===== config.mk =====
export PLATFORM = sky130hd
export DESIGN_NAME = cf_cluster_filter
export DESIGN_NICKNAME = d
export VERILOG_FILES = /design/src/rtl/cf_pkg.sv /design/src/rtl/cf_home_decode.sv /design/src/rtl/cf_remote_tags.sv /design/src/rtl/cf_home_dir.sv /design/src/rtl/cf_cluster_filter.sv
export SDC_FILE = /design/constraint.sdc
export NUM_CORES = 2
export LEC_CHECK = 0
export ABC_CLOCK_PERIOD_IN_PS = 8710
export BUFFER_PORTS_ARGS = -buffer_cell sky130_fd_sc_hd__buf_2
export CAP_MARGIN = 20
export CORE_MARGIN = 4
export CORE_UTILIZATION = 44
export DETAILED_ROUTE_END_ITERATION = 12
export GPL_TIMING_DRIVEN = 0
export PLACE_DENSITY = 0.7
export SETUP_SLACK_MARGIN = 0.05
export SYNTH_ARGS = -nofsm -noshare
export SYNTH_HDL_FRONTEND = slang
export SYNTH_SLANG_ARGS = --single-unit

===== constraint.sdc =====
create_clock -name clk -period 8.71 [get_ports clk]
set_input_delay 0.871 -clock clk [delete_from_list [all_inputs] [get_ports clk]]
set_output_delay 0.871 -clock clk [all_outputs]
set_load 0.05 [all_outputs]

===== src/rtl/cf_pkg.sv =====
package cf_pkg;

    // State of a remote-home line held inside this cluster
    typedef enum logic [1:0] {
        RC_INV = 2'd0,
        RC_SHR = 2'd1,
        RC_DRT = 2'd2
    } rc_state_e;

    // State of a local-home line as seen held by other clusters
    typedef enum logic [1:0] {
        DIR_INV = 2'd0,
        DIR_SHR = 2'd1,
        DIR_DRT = 2'd2
    } dir_state_e;

endpackage


===== src/rtl/cf_home_decode.sv =====
module cf_home_decode #(
    parameter int              HOME_W = 2,
    parameter logic [HOME_W-1:0] MY_ID = '0
) (
    input  logic [HOME_W-1:0] home_bits,
    output logic              is_local
);

    always_comb begin
        is_local = (home_bits == MY_ID);
    end

endmodule


===== src/rtl/cf_remote_tags.sv =====
module cf_remote_tags
    import cf_pkg::*;
#(
    parameter int LINE_W = 27,
    parameter int SETS   = 16,
    parameter int WAYS   = 4
) (
    input  logic              clk,
    input  logic              rst_n,
    // invalidation from a foreign global write
    input  logic              g_vld,
    input  logic [LINE_W-1:0] g_line,
    output logic              g_dirty_hit,
    // local access to a remote-home line
    input  logic              l_vld,
    input  logic              l_wr,
    input  logic [LINE_W-1:0] l_line,
    output logic              l_hit
);

    localparam int IDX_W = (SETS > 1) ? $clog2(SETS) : 1;
    localparam int TAG_W = LINE_W - IDX_W;
    localparam int WAY_W = (WAYS > 1) ? $clog2(WAYS) : 1;

    typedef struct packed {
        logic      [SETS-1:0][WAYS-1:0][TAG_W-1:0] tag;
        rc_state_e [SETS-1:0][WAYS-1:0]            st;
        logic      [SETS-1:0][WAY_W-1:0]           ptr;
    } rt_t;

    rt_t s_d, s_q;

    logic [IDX_W-1:0] g_idx, l_idx;
    logic [TAG_W-1:0] g_tag, l_tag;
    logic [WAY_W-1:0] hit_way_d, free_way_d, victim_d;
    logic             have_free_d;

    always_comb begin
        s_d         = s_q;
        g_idx       = g_line[IDX_W-1:0];
        g_tag       = g_line[LINE_W-1:IDX_W];
        l_idx       = l_line[IDX_W-1:0];
        l_tag       = l_line[LINE_W-1:IDX_W];
        g_dirty_hit = 1'b0;
        l_hit       = 1'b0;
        hit_way_d   = '0;
        free_way_d  = '0;
        have_free_d = 1'b0;
        victim_d    = '0;

        // global invalidation goes first
        for (int w = 0; w < WAYS; w++) begin
            if (g_vld && s_q.st[g_idx][w] != RC_INV && s_q.tag[g_idx][w] == g_tag) begin
                if (s_q.st[g_idx][w] == RC_DRT) begin
                    g_dirty_hit = 1'b1;
                end
                s_d.st[g_idx][w] = RC_INV;
            end
        end

        // local lookup sees the post-invalidation contents
        for (int w = 0; w < WAYS; w++) begin
            if (s_d.st[l_idx][w] != RC_INV && s_d.tag[l_idx][w] == l_tag) begin
                l_hit     = 1'b1;
                hit_way_d = WAY_W'(w);
            end
        end
        for (int w = WAYS - 1; w >= 0; w--) begin
            if (s_d.st[l_idx][w] == RC_INV) begin
                have_free_d = 1'b1;
                free_way_d  = WAY_W'(w);
            end
        end
        victim_d = have_free_d ? free_way_d : s_q.ptr[l_idx];

        if (l_vld) begin
            if (l_hit) begin
                if (l_wr) begin
                    s_d.st[l_idx][hit_way_d] = RC_DRT;
                end
            end else begin
                s_d.tag[l_idx][victim_d] = l_tag;
                s_d.st[l_idx][victim_d]  = l_wr ? RC_DRT : RC_SHR;
                if (!have_free_d) begin
                    s_d.ptr[l_idx] = (s_q.ptr[l_idx] == WAY_W'(WAYS - 1)) ? '0
                                   : s_q.ptr[l_idx] + 1'b1;
                end
            end
        end
    end

    always_ff @(posedge clk or negedge rst_n) begin
        if (!rst_n) begin
            s_q <= '0;
        end else begin
            s_q <= s_d;
        end
    end

endmodule


===== src/rtl/cf_home_dir.sv =====
module cf_home_dir
    import cf_pkg::*;
#(
    parameter int LINE_W  = 27,
    parameter int ENTRIES = 16
) (
    input  logic              clk,
    input  logic              rst_n,
    // foreign global access to a local-home line
    input  logic              g_vld,
    input  logic              g_wr,
    input  logic [LINE_W-1:0] g_line,
    // local access to a local-home line
    input  logic              l_vld,
    input  logic              l_wr,
    input  logic [LINE_W-1:0] l_line,
    output logic              l_present,
    output logic              l_dirty
);

    localparam int IDX_W = (ENTRIES > 1) ? $clog2(ENTRIES) : 1;
    localparam int TAG_W = LINE_W - IDX_W;

    typedef struct packed {
        logic       [ENTRIES-1:0][TAG_W-1:0] tag;
        dir_state_e [ENTRIES-1:0]            st;
    } dir_t;

    dir_t s_d, s_q;

    logic [IDX_W-1:0] g_idx, l_idx;
    logic [TAG_W-1:0] g_tag, l_tag;

    always_comb begin
        s_d       = s_q;
        g_idx     = g_line[IDX_W-1:0];
        g_tag     = g_line[LINE_W-1:IDX_W];
        l_idx     = l_line[IDX_W-1:0];
        l_tag     = l_line[LINE_W-1:IDX_W];

        // foreign global access first: record the remote sharer or owner
        if (g_vld) begin
            s_d.tag[g_idx] = g_tag;
            s_d.st[g_idx]  = g_wr ? DIR_DRT : DIR_SHR;
        end

        l_present = (s_d.st[l_idx] != DIR_INV) && (s_d.tag[l_idx] == l_tag);
        l_dirty   = l_present && (s_d.st[l_idx] == DIR_DRT);

        if (l_vld && l_present) begin
            if (l_wr) begin
                s_d.st[l_idx] = DIR_INV;
            end else if (l_dirty) begin
                s_d.st[l_idx] = DIR_SHR;
            end
        end
    end

    always_ff @(posedge clk or negedge rst_n) begin
        if (!rst_n) begin
            s_q <= '0;
        end else begin
            s_q <= s_d;
        end
    end

endmodule


===== src/rtl/cf_cluster_filter.sv =====
module cf_cluster_filter
    import cf_pkg::*;
#(
    parameter int                ADDR_W      = 32,
    parameter int                HOME_W      = 2,
    parameter logic [HOME_W-1:0] MY_ID       = 2'd1,
    parameter int                OFF_W       = 5,
    parameter int                RC_SETS     = 16,
    parameter int                RC_WAYS     = 4,
    parameter int                DIR_ENTRIES = 16
) (
    input  logic              clk,
    input  logic              rst_n,
    input  logic              loc_vld,
    input  logic              loc_wr,
    input  logic [ADDR_W-1:0] loc_addr,
    input  logic              glb_vld,
    input  logic              glb_wr,
    input  logic [ADDR_W-1:0] glb_addr,
    input  logic [HOME_W-1:0] glb_src,
    output logic              fwd_glb_vld,
    output logic              fwd_glb_wr,
    output logic [ADDR_W-1:0] fwd_glb_addr,
    output logic              fwd_loc_vld,
    output logic              fwd_loc_wr,
    output logic [ADDR_W-1:0] fwd_loc_addr
);

    localparam int LINE_W = ADDR_W - OFF_W;

    typedef struct packed {
        logic              g_vld;
        logic              g_wr;
        logic [ADDR_W-1:0] g_addr;
        logic              l_vld;
        logic              l_wr;
        logic [ADDR_W-1:0] l_addr;
    } out_t;

    out_t o_d, o_q;

    logic loc_is_local, glb_is_local;
    logic g_act;
    logic rt_g_vld, rt_g_dirty_hit, rt_l_vld, rt_l_hit;
    logic dir_g_vld, dir_l_vld, dir_present, dir_dirty;
    logic fwd_g, fwd_l;

    cf_home_decode #(.HOME_W(HOME_W), .MY_ID(MY_ID)) u_dec_loc (
        .home_bits (loc_addr[ADDR_W-1 -: HOME_W]),
        .is_local  (loc_is_local)
    );

    cf_home_decode #(.HOME_W(HOME_W), .MY_ID(MY_ID)) u_dec_glb (
        .home_bits (glb_addr[ADDR_W-1 -: HOME_W]),
        .is_local  (glb_is_local)
    );

    always_comb begin
        g_act     = glb_vld && (glb_src != MY_ID);
        rt_g_vld  = g_act && glb_wr && !glb_is_local;
        dir_g_vld = g_act && glb_is_local;
        rt_l_vld  = loc_vld && !loc_is_local;
        dir_l_vld = loc_vld && loc_is_local;
    end

    cf_remote_tags #(.LINE_W(LINE_W), .SETS(RC_SETS), .WAYS(RC_WAYS)) u_rtags (
        .clk         (clk),
        .rst_n       (rst_n),
        .g_vld       (rt_g_vld),
        .g_line      (glb_addr[ADDR_W-1:OFF_W]),
        .g_dirty_hit (rt_g_dirty_hit),
        .l_vld       (rt_l_vld),
        .l_wr        (loc_wr),
        .l_line      (loc_addr[ADDR_W-1:OFF_W]),
        .l_hit       (rt_l_hit)
    );

    cf_home_dir #(.LINE_W(LINE_W), .ENTRIES(DIR_ENTRIES)) u_hdir (
        .clk       (clk),
        .rst_n     (rst_n),
        .g_vld     (dir_g_vld),
        .g_wr      (glb_wr),
        .g_line    (glb_addr[ADDR_W-1:OFF_W]),
        .l_vld     (dir_l_vld),
        .l_wr      (loc_wr),
        .l_line    (loc_addr[ADDR_W-1:OFF_W]),
        .l_present (dir_present),
        .l_dirty   (dir_dirty)
    );

    always_comb begin
        o_d = o_q;

        if (loc_wr) begin
            fwd_g = loc_vld && (!loc_is_local || dir_present);
        end else begin
            fwd_g = loc_vld && (loc_is_local ? dir_dirty : !rt_l_hit);
        end
        fwd_l = g_act && glb_wr && (glb_is_local || rt_g_dirty_hit);

        o_d.g_vld = fwd_g;
        o_d.l_vld = fwd_l;
        if (fwd_g) begin
            o_d.g_wr   = loc_wr;
            o_d.g_addr = loc_addr;
        end
        if (fwd_l) begin
            o_d.l_wr   = glb_wr;
            o_d.l_addr = glb_addr;
        end
    end

    always_ff @(posedge clk or negedge rst_n) begin
        if (!rst_n) begin
            o_q <= '0;
        end else begin
            o_q <= o_d;
        end
    end

    assign fwd_glb_vld  = o_q.g_vld;
    assign fwd_glb_wr   = o_q.g_wr;
    assign fwd_glb_addr = o_q.g_addr;
    assign fwd_loc_vld  = o_q.l_vld;
    assign fwd_loc_wr   = o_q.l_wr;
    assign fwd_loc_addr = o_q.l_addr;

endmodule


==> summary by stage <==
GRT
The global routing stage identified its most utilized layer as met2. The number of antenna violations at the first check in global routing is 128. Global routing finished with a remaining overflow of 0. In the global route stage, overall resource usage came out at 54.1%. The met2 demand-to-capacity share in global routing is 71.8%. For this run, global-route usage on met1 was measured as 62.0%.

For met3 alone, demand over resource in global routing was 27.1%. Entering global routing, the biggest net connects 165 pins. The first global-routing pass estimated 926,000 um of wire. The via count of the first global-routing pass is 89,600.

Run status
The flow ran to the end, but the final reports show violations. The final reports fail on setup timing.

Timing
The worst path in the final design needs a cycle of 9.12 ns, including I/O delays and setup. The final count of pins violating max slew is 0. The count of final hold-check violations is 0. The worst clock skew is 0.0909 ns. The final critical path takes up 105% of the cycle. The minimum hold slack is 0.186 ns. Setup slack on the critical path of the routed design comes to -0.406 ns. The worst-case headroom to the max-slew limit is 6.09%. For the pin with the worst max-slew slack, the measured transition is 1.41 ns. The maximum clock frequency is 110 MHz. Setup violations remaining at the end of the flow were counted as 1,092.

Clocking
The buffer depth of the longest clock path is 3. The clock input transition at the sequential cells of the worst setup and hold paths is 0.06 ns. The H-tree depth reported by CTS is 4. TritonCTS built the clock tree. The clock net sink count is 2,100.

Buffers inserted during clock tree synthesis total 233. CTS placed an instance of clkbuf_16 at the clock tree root. The latest clock arrival within the worst-skew pair is 0.96 ns.

Logic synthesis
Synthesis inferred 2,100 register bits. In this run, synthesis inferred 0 flip-flops with an integrated enable. The mapped netlist covers 113,000 um^2. The synthesized area per cell is 13.7 um^2. The synthesized netlist net count is 8,283. The Yosys step of the flow raised 0 warnings.

The count of different cell masters after synthesis is 101. Among all flip-flop cells after synthesis, the most frequent one is dfrtp_1. The part of the Yosys area used for sequential elements is 46.7%. Synthesis handed over a netlist of 8,210 instances. After synthesis, the share of flip-flops with an asynchronous set or reset is 100%.

Detailed routing
After detailed routing, the number of remaining DRC violations is 0. The average wire per standard cell is 58.0 um. The post-detailed-route via-to-cell ratio is 7.58. The violation count after the first detailed-route iteration is 17,000.

The number of routed nets with antenna violations is 0. The total via count after detailed routing is 94,700. The first TritonRoute pass finished after 9 iterations. The total detailed-routing wirelength is 725,000 um.

Floorplan
For this configuration, the core starts out at a cell density of 44.3%. The die boundary width is 514 um. The floorplan has 185 rows. The number of top-level pins is 140. The die covers 264,000 um^2. In this run the vertical extent of the chip is 514 um.

The core area is 254,000 um^2.

Placed design
Routability-driven placement finished with a final weighted congestion of 1.11. Including well taps, the total number of placed cells is 11,900. Summed over all nets, the half-perimeter wirelength after detailed placement is 546,000 um. The standard cell area after detailed placement is 122,000 um^2. The count of port buffers added during placement is 97.

Cells and area
The design area is 132,000 um^2. Excluding fillers, the count of instances in the completed layout stands at 12,500. The fraction of final layout cells with drive strength greater than 1 is 43.3%. The area growth from synthesis to layout is 16.8%. The final-stage net count is 8,879. Cells fill 51.7% of the core in the end. Leaving out fill and tap cells, the most frequent cell in the layout is dfrtp_1.

Leaving out fill and tap cells, the most frequent cells in the layout are 2,100 x dfrtp_1, 1,628 x mux2_2, 833 x mux4_2.

Worst setup path
The biggest cell delay along the critical path is 0.88 ns. STA classifies the critical path startpoint as an input port. The arrival time at the worst endpoint is 9.90 ns. The signal on the critical path passes through clkbuf_1 > clkbuf_1 > buf_8 > clkbuf_1 > clkbuf_2 > mux4_2 > mux4_2 > xnor2_1 > nand4_1 > nor4_1 > nand3_1 > a21oi_2 > nor4_4 > buf_4 > buf_4 > and3_1 > buf_4 > nand2_2 > buf_2 > mux2_2. Of all nets on the critical path, the largest fanout is 10. The sort of element at the end of the critical path is a flip-flop. By startpoint and endpoint, the worst setup path is classified as in2reg. The slowest stage of the critical path belongs to the cell nor4_1. STA puts the critical path data required time at 9.49 ns.

Run
The count of max-cap constraint violations is 0.

Worst hold path
The path class of the lowest-slack min-delay path is in2reg.

Power
In this run the power density over the cells is 243 nW/um^2. The overall power consumption is 31,900 uW. The worst-case IR drop observed on VDD is 0.241 mV. For this design the static power due to leakage is 0.0593 uW.
-- critical path, delay by kind of cell --
family	cells	cell delay [ns]
compound gates	1	0.58
xor+xnor	1	0.86
buf+inv	9	3.58
mux	3	1.31
simple gates	6	2.53
-- state kept, by name (all words and copies together) (netlist names) --
register	flops
u_rtags.s_q	1632
u_hdir.s_q	400
fwd_glb_addr	32
fwd_loc_addr	32
fwd_glb_vld	1
fwd_glb_wr	1
fwd_loc_vld	1
fwd_loc_wr	1
-- final cells by class --
| cell class | count | area [um^2] |
|---|---|---|
| fillers | 21700 | 123000 |
| multi-input cells | 5247 | 56400 |
| flip-flops and latches | 2100 | 52600 |
| clock buffers | 325 | 6790 |
| repair buffers | 368 | 4950 |
| plain buffers | 827 | 4570 |
| well taps | 3366 | 4210 |
| clock inverters | 116 | 1630 |
| diodes | 120 | 300 |
| inverters | 29 | 110 |
-- report_power, final --
part | internal (uW) | switching, uW | total [uW]
Sequential | 11500 | 1390 | 12900
Clock | 6350 | 4700 | 11000
Combinational | 3430 | 4600 | 8030
Total | 21300 | 10700 | 31900
-- kinds of logic after synthesis --
family / share of synthesized area, %
mux: 37.1
compound gates: 5.99
flops: 46.7
buf+inv: 3.65
simple gates: 4.82
xor+xnor: 1.73
fa+ha+maj: 0.0111
-- per-layer routing --
layer / part of all wire, % / up-vias
li1: - / 32600
met1: 33 / 49300
met2: 39 / 9464
met3: 15 / 3303
met4: 12 / 48
met5: 0.10 / -
-- synthesized netlist by cell type, drive strengths merged, types with 10 or more instances --
library cell  number  area (um^2)
and3              15         93.8
a22oi            102          766
nand2            469         1860
a31oi             35          234
a31o              19          166
buf              385         2320
clkbuf           449         1690
nor4              38          265
o22ai            131          820
nand2b            42          263
or2               10         62.6
nand4             52          332
xor2              55          482
a211oi            24          180
nand3b            19          195
and2              39          244
o21a              33          248
inv               24         90.1
or3               14         87.6
a21oi            160          801
nor3              45          241
a221oi            20          175
nor4b             12          130
a2111oi           10         90.1
a32oi             12          105
mux4             833        18800
o221ai            15          131
nor2             205          774
dfrtp           2100        52600
mux2            1796        20300
a2bb2oi           20          175
o22a              11         96.3
nor2b             25          156
o211ai            22          165
o21ai            289         1450
xnor2            168         1470
nand3             60          350
mux2i            278         2780
a22o              31          272
o2111ai           11         96.3
-- worst paths after layout --
| path | from | end | slack [ns] | cells after the start |
|---|---|---|---|---|
| max in group asynchronous | rst_n | u_rtags.s_q[853] | 5.73 | 5 |
| worst min-delay path | glb_addr[2] | fwd_loc_addr[2] | 0.19 | 2 |
| worst max-delay path | loc_addr[6] | u_rtags.s_q[215] | -0.41 | 20 |
| worst max register to register | u_rtags.s_q[971] | u_rtags.s_q[1252] | 0.90 | 19 |
| min in group asynchronous | rst_n | fwd_loc_addr[24] | 0.52 | 2 |
| worst min register to register | u_hdir.s_q[237] | u_hdir.s_q[237] | 0.46 | 1 |
-- through the flow --
| stage | TNS [ns] | worst slack [ns] |
|---|---|---|
| 2_1_floorplan | 0 | 2.74 |
| 3_3_place_gp | - | -41.17 |
| 3_5_place_dp | -5675.96 | -4.06 |
| 4_1_cts | 0 | 0.0610 |
| 5_1_grt | -0.208 | -0.0478 |
| 6_report | -164.26 | -0.406 |
-- timing repair --
action,4_1_cts,5_1_grt
hold buffers,1,0
resized for setup,174,28
buffers inserted,30,8
pin swaps,11,2
hold endpoints to repair,92,0
setup endpoints to repair,1732,781
Note: power is estimated with default switching activity, not from simulation.
